### src/rtl/rsc_pkg.sv
package rsc_pkg;

  typedef enum logic [1:0] {
    SEL_INIT = 2'd0,
    SEL_LOCK = 2'd1,
    SEL_FREE = 2'd2
  } sel_state_e;

  // Width of a counter that must reach 'limit'
  function automatic int cnt_w(input int unsigned limit);
    return (limit < 2) ? 1 : $clog2(limit + 1);
  endfunction

  // A window is bad once its error count reaches the threshold
  function automatic logic window_bad(input logic [31:0] errs, input logic [31:0] thresh);
    return errs >= thresh;
  endfunction

endpackage

### src/rtl/rsc_tick_gen.sv
module rsc_tick_gen
  import rsc_pkg::*;
#(
  parameter int unsigned TICK_DIV = 125000
) (
  input  logic clk,
  input  logic rst_n,
  output logic tick
);
  localparam int PW = cnt_w(TICK_DIV);
  localparam logic [PW-1:0] LAST = PW'(TICK_DIV - 1);

  logic [PW-1:0] pre_q;

  always_ff @(posedge clk or negedge rst_n) begin
    if (!rst_n)            pre_q <= '0;
    else if (pre_q == LAST) pre_q <= '0;
    else                   pre_q <= pre_q + 1'b1;
  end

  assign tick = (pre_q == LAST);
endmodule

### src/rtl/rsc_ref_monitor.sv
module rsc_ref_monitor
  import rsc_pkg::*;
#(
  parameter int unsigned LOS_TICKS      = 100,
  parameter int unsigned BER_WIN_BITS   = 1544,
  parameter int unsigned BER_THRESH     = 2,
  parameter int unsigned BER_BAD_WINS   = 2500,
  parameter int unsigned HIT_HOLD_TICKS = 1000
) (
  input  logic clk,
  input  logic rst_n,
  input  logic tick,
  input  logic bit_en,
  input  logic bit_val,
  input  logic err_stb,
  input  logic hit_stb,
  input  logic hit_slope_ok,
  input  logic jit_flag,
  output logic qual
);
  localparam int LW = cnt_w(LOS_TICKS);
  localparam int BW = cnt_w(BER_WIN_BITS);
  localparam int EW = cnt_w(BER_THRESH);
  localparam int RW = cnt_w(BER_BAD_WINS);
  localparam int HW = cnt_w(HIT_HOLD_TICKS);

  localparam logic [LW-1:0] LOS_LIM  = LW'(LOS_TICKS);
  localparam logic [BW-1:0] WIN_LAST = BW'(BER_WIN_BITS - 1);
  localparam logic [EW-1:0] ERR_LIM  = EW'(BER_THRESH);
  localparam logic [RW-1:0] RUN_LIM  = RW'(BER_BAD_WINS);
  localparam logic [HW-1:0] HIT_LIM  = HW'(HIT_HOLD_TICKS);

  // ---------------- zero-run (loss of signal) timer, R2
  logic [LW-1:0] zero_ticks_q;
  logic          one_seen;
  logic          los;

  assign one_seen = bit_en & bit_val;

  always_ff @(posedge clk or negedge rst_n) begin
    if (!rst_n)                               zero_ticks_q <= '0;
    else if (one_seen)                        zero_ticks_q <= '0;
    else if (tick && zero_ticks_q != LOS_LIM) zero_ticks_q <= zero_ticks_q + 1'b1;
  end

  assign los = (zero_ticks_q == LOS_LIM);

  // ---------------- windowed error-rate judge, R3
  logic [BW-1:0] win_bits_q;
  logic [EW-1:0] win_errs_q;
  logic [EW:0]   errs_total;
  logic [RW-1:0] bad_run_q;
  logic          win_end;
  logic          win_is_bad;
  logic          ber_bad;

  assign win_end    = bit_en && (win_bits_q == WIN_LAST);
  assign errs_total = {1'b0, win_errs_q} + {{EW{1'b0}}, err_stb};
  assign win_is_bad = window_bad(32'(errs_total), 32'(BER_THRESH));

  always_ff @(posedge clk or negedge rst_n) begin
    if (!rst_n) begin
      win_bits_q <= '0;
      win_errs_q <= '0;
      bad_run_q  <= '0;
    end else if (win_end) begin
      win_bits_q <= '0;
      win_errs_q <= '0;
      if (!win_is_bad)             bad_run_q <= '0;
      else if (bad_run_q != RUN_LIM) bad_run_q <= bad_run_q + 1'b1;
    end else begin
      if (bit_en)                          win_bits_q <= win_bits_q + 1'b1;
      if (err_stb && win_errs_q != ERR_LIM) win_errs_q <= win_errs_q + 1'b1;
    end
  end

  assign ber_bad = (bad_run_q == RUN_LIM);

  // ---------------- phase-hit hold, R4
  logic [HW-1:0] hit_left_q;
  logic          hit_valid;
  logic          hit_bad;

  assign hit_valid = hit_stb & hit_slope_ok;

  always_ff @(posedge clk or negedge rst_n) begin
    if (!rst_n)                        hit_left_q <= '0;
    else if (hit_valid)                hit_left_q <= HIT_LIM;
    else if (tick && hit_left_q != '0) hit_left_q <= hit_left_q - 1'b1;
  end

  assign hit_bad = (hit_left_q != '0);

  // ---------------- jitter flag, R5
  logic jit_q;
  always_ff @(posedge clk or negedge rst_n) begin
    if (!rst_n) jit_q <= 1'b0;
    else        jit_q <= jit_flag;
  end

  assign qual = !(los | ber_bad | hit_bad | jit_q);
endmodule

### src/rtl/rsc_select_fsm.sv
module rsc_select_fsm
  import rsc_pkg::*;
#(
  parameter int unsigned NREF          = 4,
  parameter int unsigned IDXW          = 2,
  parameter int unsigned HOLDOFF_TICKS = 10000
) (
  input  logic                 clk,
  input  logic                 rst_n,
  input  logic                 tick,
  input  logic [NREF-1:0]      ref_qual,
  input  logic [NREF*IDXW-1:0] prio_order,
  output logic [IDXW-1:0]      sel_idx,
  output logic                 free_run,
  output logic                 sw_evt,
  output logic                 hold_busy,
  output logic                 in_init
);
  localparam int HOW = cnt_w(HOLDOFF_TICKS);
  localparam logic [HOW-1:0] HOLD_LIM = HOW'(HOLDOFF_TICKS);

  // First qualified reference in priority order; MSB flags "found"
  function automatic logic [IDXW:0] pick_best(input logic [NREF-1:0] q,
                                              input logic [NREF*IDXW-1:0] pr);
    logic [IDXW:0]   res;
    logic [IDXW-1:0] id;
    res = '0;
    for (int k = NREF - 1; k >= 0; k--) begin
      id = pr[k*IDXW +: IDXW];
      if (32'(id) < NREF && q[id]) res = {1'b1, id};
    end
    return res;
  endfunction

  sel_state_e      state_q, state_d;
  logic [IDXW-1:0] sel_q, sel_d;
  logic [HOW-1:0]  hold_q;
  logic [IDXW:0]   best;
  logic            any_ok;
  logic            act_ok;

  assign best      = pick_best(ref_qual, prio_order);
  assign any_ok    = best[IDXW];
  assign act_ok    = ref_qual[sel_q];
  assign hold_busy = (hold_q != '0);

  always_comb begin
    state_d = state_q;
    sel_d   = sel_q;
    sw_evt  = 1'b0;
    case (state_q)
      SEL_INIT: begin
        if (any_ok) begin
          state_d = SEL_LOCK;
          sel_d   = best[IDXW-1:0];
        end else begin
          state_d = SEL_FREE;
        end
      end
      SEL_LOCK: begin
        if (!hold_busy && !act_ok) begin
          sw_evt = 1'b1;
          if (any_ok) sel_d   = best[IDXW-1:0];
          else        state_d = SEL_FREE;
        end
      end
      SEL_FREE: begin
        if (!hold_busy && any_ok) begin
          sw_evt  = 1'b1;
          state_d = SEL_LOCK;
          sel_d   = best[IDXW-1:0];
        end
      end
      default: state_d = SEL_INIT;
    endcase
  end

  always_ff @(posedge clk or negedge rst_n) begin
    if (!rst_n) begin
      state_q <= SEL_INIT;
      sel_q   <= '0;
      hold_q  <= '0;
    end else begin
      state_q <= state_d;
      sel_q   <= sel_d;
      if (sw_evt)                hold_q <= HOLD_LIM;
      else if (tick && hold_busy) hold_q <= hold_q - 1'b1;
    end
  end

  assign sel_idx  = sel_q;
  assign free_run = (state_q == SEL_FREE);
  assign in_init  = (state_q == SEL_INIT);
endmodule

### src/rtl/ref_select_ctrl.sv
module ref_select_ctrl
  import rsc_pkg::*;
#(
  parameter int unsigned NREF           = 4,
  parameter int unsigned TICK_DIV       = 125000,
  parameter int unsigned LOS_TICKS      = 100,
  parameter int unsigned BER_WIN_BITS   = 1544,
  parameter int unsigned BER_THRESH     = 2,
  parameter int unsigned BER_BAD_WINS   = 2500,
  parameter int unsigned HIT_HOLD_TICKS = 1000,
  parameter int unsigned HOLDOFF_TICKS  = 10000,
  localparam int unsigned IDXW = (NREF > 1) ? $clog2(NREF) : 1
) (
  input  logic                 clk,
  input  logic                 rst_n,
  input  logic [NREF-1:0]      bit_en,
  input  logic [NREF-1:0]      bit_val,
  input  logic [NREF-1:0]      err_stb,
  input  logic [NREF-1:0]      hit_stb,
  input  logic [NREF-1:0]      hit_slope_ok,
  input  logic [NREF-1:0]      jit_flag,
  input  logic [NREF*IDXW-1:0] prio_order,
  output logic [IDXW-1:0]      sel_idx,
  output logic                 free_run,
  output logic [NREF-1:0]      ref_qual
);
  logic tick;
  logic sw_evt;
  logic hold_busy;
  logic in_init;

  rsc_tick_gen #(.TICK_DIV(TICK_DIV)) u_tick (
    .clk (clk),
    .rst_n(rst_n),
    .tick(tick)
  );

  for (genvar g = 0; g < NREF; g++) begin : g_mon
    rsc_ref_monitor #(
      .LOS_TICKS     (LOS_TICKS),
      .BER_WIN_BITS  (BER_WIN_BITS),
      .BER_THRESH    (BER_THRESH),
      .BER_BAD_WINS  (BER_BAD_WINS),
      .HIT_HOLD_TICKS(HIT_HOLD_TICKS)
    ) u_mon (
      .clk         (clk),
      .rst_n       (rst_n),
      .tick        (tick),
      .bit_en      (bit_en[g]),
      .bit_val     (bit_val[g]),
      .err_stb     (err_stb[g]),
      .hit_stb     (hit_stb[g]),
      .hit_slope_ok(hit_slope_ok[g]),
      .jit_flag    (jit_flag[g]),
      .qual        (ref_qual[g])
    );
  end

  rsc_select_fsm #(
    .NREF         (NREF),
    .IDXW         (IDXW),
    .HOLDOFF_TICKS(HOLDOFF_TICKS)
  ) u_fsm (
    .clk       (clk),
    .rst_n     (rst_n),
    .tick      (tick),
    .ref_qual  (ref_qual),
    .prio_order(prio_order),
    .sel_idx   (sel_idx),
    .free_run  (free_run),
    .sw_evt    (sw_evt),
    .hold_busy (hold_busy),
    .in_init   (in_init)
  );
endmodule

### config.mk
export PLATFORM = sky130hd
export DESIGN_NAME = ref_select_ctrl
export DESIGN_NICKNAME = d
export VERILOG_FILES = /design/src/rtl/rsc_pkg.sv /design/src/rtl/rsc_tick_gen.sv /design/src/rtl/rsc_ref_monitor.sv /design/src/rtl/rsc_select_fsm.sv /design/src/rtl/ref_select_ctrl.sv
export SDC_FILE = /design/constraint.sdc
export NUM_CORES = 1
export LEC_CHECK = 0
export BUFFER_PORTS_ARGS = -buffer_cell sky130_fd_sc_hd__buf_2
export CORE_ASPECT_RATIO = 0.6
export CORE_MARGIN = 3
export CORE_UTILIZATION = 55
export DETAILED_ROUTE_END_ITERATION = 10
export GPL_ROUTABILITY_DRIVEN = 0
export PLACE_DENSITY_LB_ADDON = 0.25
export SLEW_MARGIN = 30
export SYNTH_ARGS = -nofsm -noshare
export SYNTH_HDL_FRONTEND = slang
export SYNTH_SLANG_ARGS = --single-unit
### constraint.sdc
create_clock -name clk -period 3.8 [get_ports clk]
set_input_delay 0.38 -clock clk [delete_from_list [all_inputs] [get_ports clk]]
set_output_delay 0.38 -clock clk [all_outputs]
set_load 0.1 [all_outputs]
==> metrics.cfg <==
[clock_network]
cts_root_buf=sky130_fd_sc_hd__clkbuf_16
cts_inserted_buffers=21
post_cts_buffers=0
numClockSinks=207
worstSkewPairLatency_ps=490
ctsLongestPathBuffers=3
h_tree_depth=1
post_cts.resized_instances=0
hold_buf_cts=4
tritoncts=yes
clkSlewWorstSetupHoldPaths_ps=60

[yosys]
yosysUniqueCellTypes=78
dominantRegCellSynth=sky130_fd_sc_hd__dfrtp_1
synthDominantCellAreaShare_pct=47.0
synth-edff-count=0
combinational_family_with_the_most_area_after_synthesis=simple AND/OR/NAND/NOR gates
post_synth_and_or_nand_nor_area_fraction_pct=25.8
synth_largest_area_cell=sky130_fd_sc_hd__dfrtp_1
synthesis.nets=1212
compound_gate_portion_of_the_synthesized_area_pct=8.13
netlist_area_mm2=0.0110
yosys_register_bits=207
synth_fa_ha_area_share_pct=4.20
synthXorXnorAreaFrac_pct=10.9
synth.yosys.seq_area_share_pct=47.0
synthArstFlopShare_pct=100
synthesis.yosys.warnings=0
syn_area_per_cell_um2=9.66
post_synth_inst_count=1141
synth_mux_area_share_pct=1.07
synth_area_leaders=sky130_fd_sc_hd__dfrtp_1 47%, sky130_fd_sc_hd__xnor2_1 5.7%, sky130_fd_sc_hd__nor2_1 5.3%

[timing]
timing.slew.headroom_pct=43.2
fin_skew_ps=12.2
timing.setup.tns_ps=0
drv_slew=0
transition_time_at_the_pin_with_the_least_slew_margin_ps=845
final-hold-violation-count=0
setup_viol_count_final=0
post-route-worst-setup-slack_ps=583
finalCriticalPeriod_ps=3220
clock.fmax_mhz=311
min_period_over_period_pct=84.7
rsz0062_at_grt=false

[critical_path]
worst-setup-path-type=reg -> out
crit_chain=inv_1 -> ha_1 -> or4b_1 -> nor3_4 -> and3_1 -> buf_2
startpoint_type=flip-flop
critical-path-slowest-cell=sky130_fd_sc_hd__or4b_1
worst-endpoint-arrival_ps=2840
largest_incremental_delay_on_the_critical_path_ps=490
crit_fanout=8
top_delay_family_on_crit_path=simple AND/OR/NAND/NOR gates
worst_ep_required_time_ps=3420
cp.buffers_inverters=2
endpoint_kind=primary output

[global_route]
first_pass_grt_wire_length_um=38900
grt_use_total_pct=21.2
gr-total-overflow=0
grt_antenna_before_repair=0
first_global_vias=7958
pin_count_of_the_biggest_net_entering_global_routing=93

[drt]
wl_per_cell_um=15.3
routed_wirelength_um=22400
routed_via_density=5.61
remaining_drc_errors=0
drt_iter0_drc=512
route.antenna.remaining_nets=0
via_count=8232
firstDrtPassIters=5

[floorplan]
i_o_pins=41
initial_utilization_pct=57.1
fp.dieArea_mm2=0.0218
dieWidth_um=189
floorplan.rows=39
core_region_area_mm2=0.0193
fp.dieH_um=116

[finish]
num_antenna_cells=0
drive_above_1_share_pct=9.90
nNetsFinal=1260
fillers=1626
area_growth_pct=10.5

[pwr]
internal_power_mw=3.74
comb_power_share_pct=10.8
power_switching_share_pct=25.9
clkPwrFrac_pct=38.3
cellPowerDensity_mw_per_mm2=415
vdd_ir_drop_max_uv=348
power.share.sequential_pct=51.0
leakagePower_nw=5.38
power.switching_mw=1.31

[place]
dp_hpwl_um=15800
input_output_buffers=40
pre_cts_slack_ps=805

[outcome]
outcome=completed

[worst_hold_path]
worst_hold_path_type=in -> reg

[flow_run]
cap_viol_max_count=0

sequential cells by signal, summed over array words and instances, names as in the netlist, 4 cells and up:
name and count:
g_mon.u_mon.win_errs_q 8, g_mon.u_mon.jit_q 4, u_tick.pre_q 17, u_fsm.hold_q 14
g_mon.u_mon.hit_left_q 40, g_mon.u_mon.win_bits_q 44, g_mon.u_mon.bad_run_q 48, g_mon.u_mon.zero_ticks_q 28
layer usage:
layer / part of all wire (%) / track usage [%] / vias to the layer above / routed length, µm
met5: 0 / 0 / - / 0
met4: 1.6 / 4.16 / 0 / 359
met3: 4.3 / 2.90 / 29 / 969
met2: 42 / 32.1 / 167 / 9370
met1: 52 / 33.0 / 3956 / 11700
li1: - / - / 4080 / -
per-stage QoR:
stage               instances  power [mW]  util, %  instance area, µm²  hold WS (ps)
floorplan                1141        2.97        -               11000          84.4
global placement         1428        3.13     59.6               11500           467
detailed placement       1428        3.15     59.6               11500           469
CTS                      1468        5.11     63.0               12200          8.16
global route             1468        5.31     63.0               12200          7.40
finish                   1468        5.05     63.0               12200          19.2
cell usage after synthesis, types with 3 or more instances:
library cell                instances
sky130_fd_sc_hd__o22ai_1            7
sky130_fd_sc_hd__nor3_1            21
sky130_fd_sc_hd__or2_2              3
sky130_fd_sc_hd__and4_1            10
sky130_fd_sc_hd__nand4_1           39
sky130_fd_sc_hd__a211oi_1           8
sky130_fd_sc_hd__nand3_1           32
sky130_fd_sc_hd__o2111ai_1          6
sky130_fd_sc_hd__nor4b_1            6
sky130_fd_sc_hd__clkbuf_1          20
sky130_fd_sc_hd__and4bb_2           3
sky130_fd_sc_hd__nand3_2            3
sky130_fd_sc_hd__mux2_2             4
sky130_fd_sc_hd__o21ai_0           46
sky130_fd_sc_hd__nand4b_1           9
sky130_fd_sc_hd__a21oi_1           36
sky130_fd_sc_hd__xor2_1            65
sky130_fd_sc_hd__and2_1            13
sky130_fd_sc_hd__ha_1              37
sky130_fd_sc_hd__nor4_1             7
sky130_fd_sc_hd__or4_4              4
sky130_fd_sc_hd__and4b_1            7
sky130_fd_sc_hd__dfrtp_1          207
sky130_fd_sc_hd__nand2_1          109
sky130_fd_sc_hd__inv_1             50
sky130_fd_sc_hd__or3_1             28
sky130_fd_sc_hd__xnor2_1           72
sky130_fd_sc_hd__and3_1            34
sky130_fd_sc_hd__a21o_1             4
sky130_fd_sc_hd__mux2i_1            5
sky130_fd_sc_hd__buf_4              4
sky130_fd_sc_hd__nor2_1           155
sky130_fd_sc_hd__a31oi_1            6
sky130_fd_sc_hd__o211ai_1           8
sky130_fd_sc_hd__nor2b_1           10
sky130_fd_sc_hd__nand2b_1           8
power groups by stage:
stage	sequential, mW	combinational [mW]	clock (mW)
floorplan	2.57	0.401	0
global placement	2.60	0.526	0
detailed placement	2.61	0.545	0
CTS	2.57	0.553	1.99
global route	2.60	0.630	2.07
finish	2.57	0.543	1.93
cell families (layout without fill, tap and decap cells):
| kind of cell | count (synthesis) | count (layout) |
|---|---|---|
| AOI/OAI and AO/OA | 143 | 143 |
| xor gates and xnor gates | 137 | 137 |
| adders and majority gates | 37 | 37 |
| buffers and inverters | 78 | 139 |
| DFF | 207 | 207 |
| muxes | 11 | 11 |
| and+or+nand+nor | 528 | 528 |
cell usage in the layout, fill, tap and decap left out, types with 9 or more instances in the layout:
cell	count
sky130_fd_sc_hd__a21oi_1	36
sky130_fd_sc_hd__nor2_1	155
sky130_fd_sc_hd__o21ai_0	46
sky130_fd_sc_hd__dfrtp_1	207
sky130_fd_sc_hd__ha_1	37
sky130_fd_sc_hd__xor2_1	65
sky130_fd_sc_hd__nand2_1	109
sky130_fd_sc_hd__and4_1	10
sky130_fd_sc_hd__nor3_1	21
sky130_fd_sc_hd__nor2b_1	10
sky130_fd_sc_hd__nand3_1	32
sky130_fd_sc_hd__xnor2_1	72
sky130_fd_sc_hd__clkbuf_16	21
sky130_fd_sc_hd__nand4b_1	9
sky130_fd_sc_hd__or3_1	28
sky130_fd_sc_hd__buf_2	39
sky130_fd_sc_hd__and3_1	34
sky130_fd_sc_hd__inv_1	50
sky130_fd_sc_hd__and2_1	13
sky130_fd_sc_hd__nand4_1	39
worst reg2reg max path: cells and delay by family (launching register included):
kind | cells | cell delay (ps)
AO/OA/AOI/OAI | 3 | 1200
AND/OR/NAND/NOR | 4 | 1170
flip-flops | 1 | 430
multiplexers | 1 | 100
worst paths after layout:
| check | from | to | slack (ps) | cells past startpoint |
|---|---|---|---|---|
| max | g_mon[1].u_mon.hit_left_q[0] | ref_qual[1] | 580 | 6 |
| min | jit_flag[1] | g_mon[1].u_mon.jit_q | 20 | 1 |
| min reg2reg | u_fsm.hold_q[5] | u_fsm.hold_q[5] | 480 | 1 |
| min in group asynchronous | rst_n | g_mon[1].u_mon.win_bits_q[10] | 490 | 2 |
| max reg2reg | g_mon[0].u_mon.bad_run_q[3] | u_fsm.state_q[1] | 780 | 8 |
| max in group asynchronous | rst_n | g_mon[3].u_mon.bad_run_q[9] | 2320 | 3 |
area by class of cell:
| class | instances | area [µm²] | share of cell area (%) |
|---|---|---|---|
| tap | 266 | 333 | 2.73 |
| sequential | 207 | 5180 | 42.5 |
| clock buffer | 33 | 611 | 5.01 |
| inverter | 51 | 191 | 1.57 |
| clock inverter | 3 | 17.5 | 0.144 |
| multi-input combinational | 856 | 5530 | 45.4 |
| timing repair buffer | 52 | 322 | 2.64 |
No activity file was read; power rests on OpenSTA's default activity.
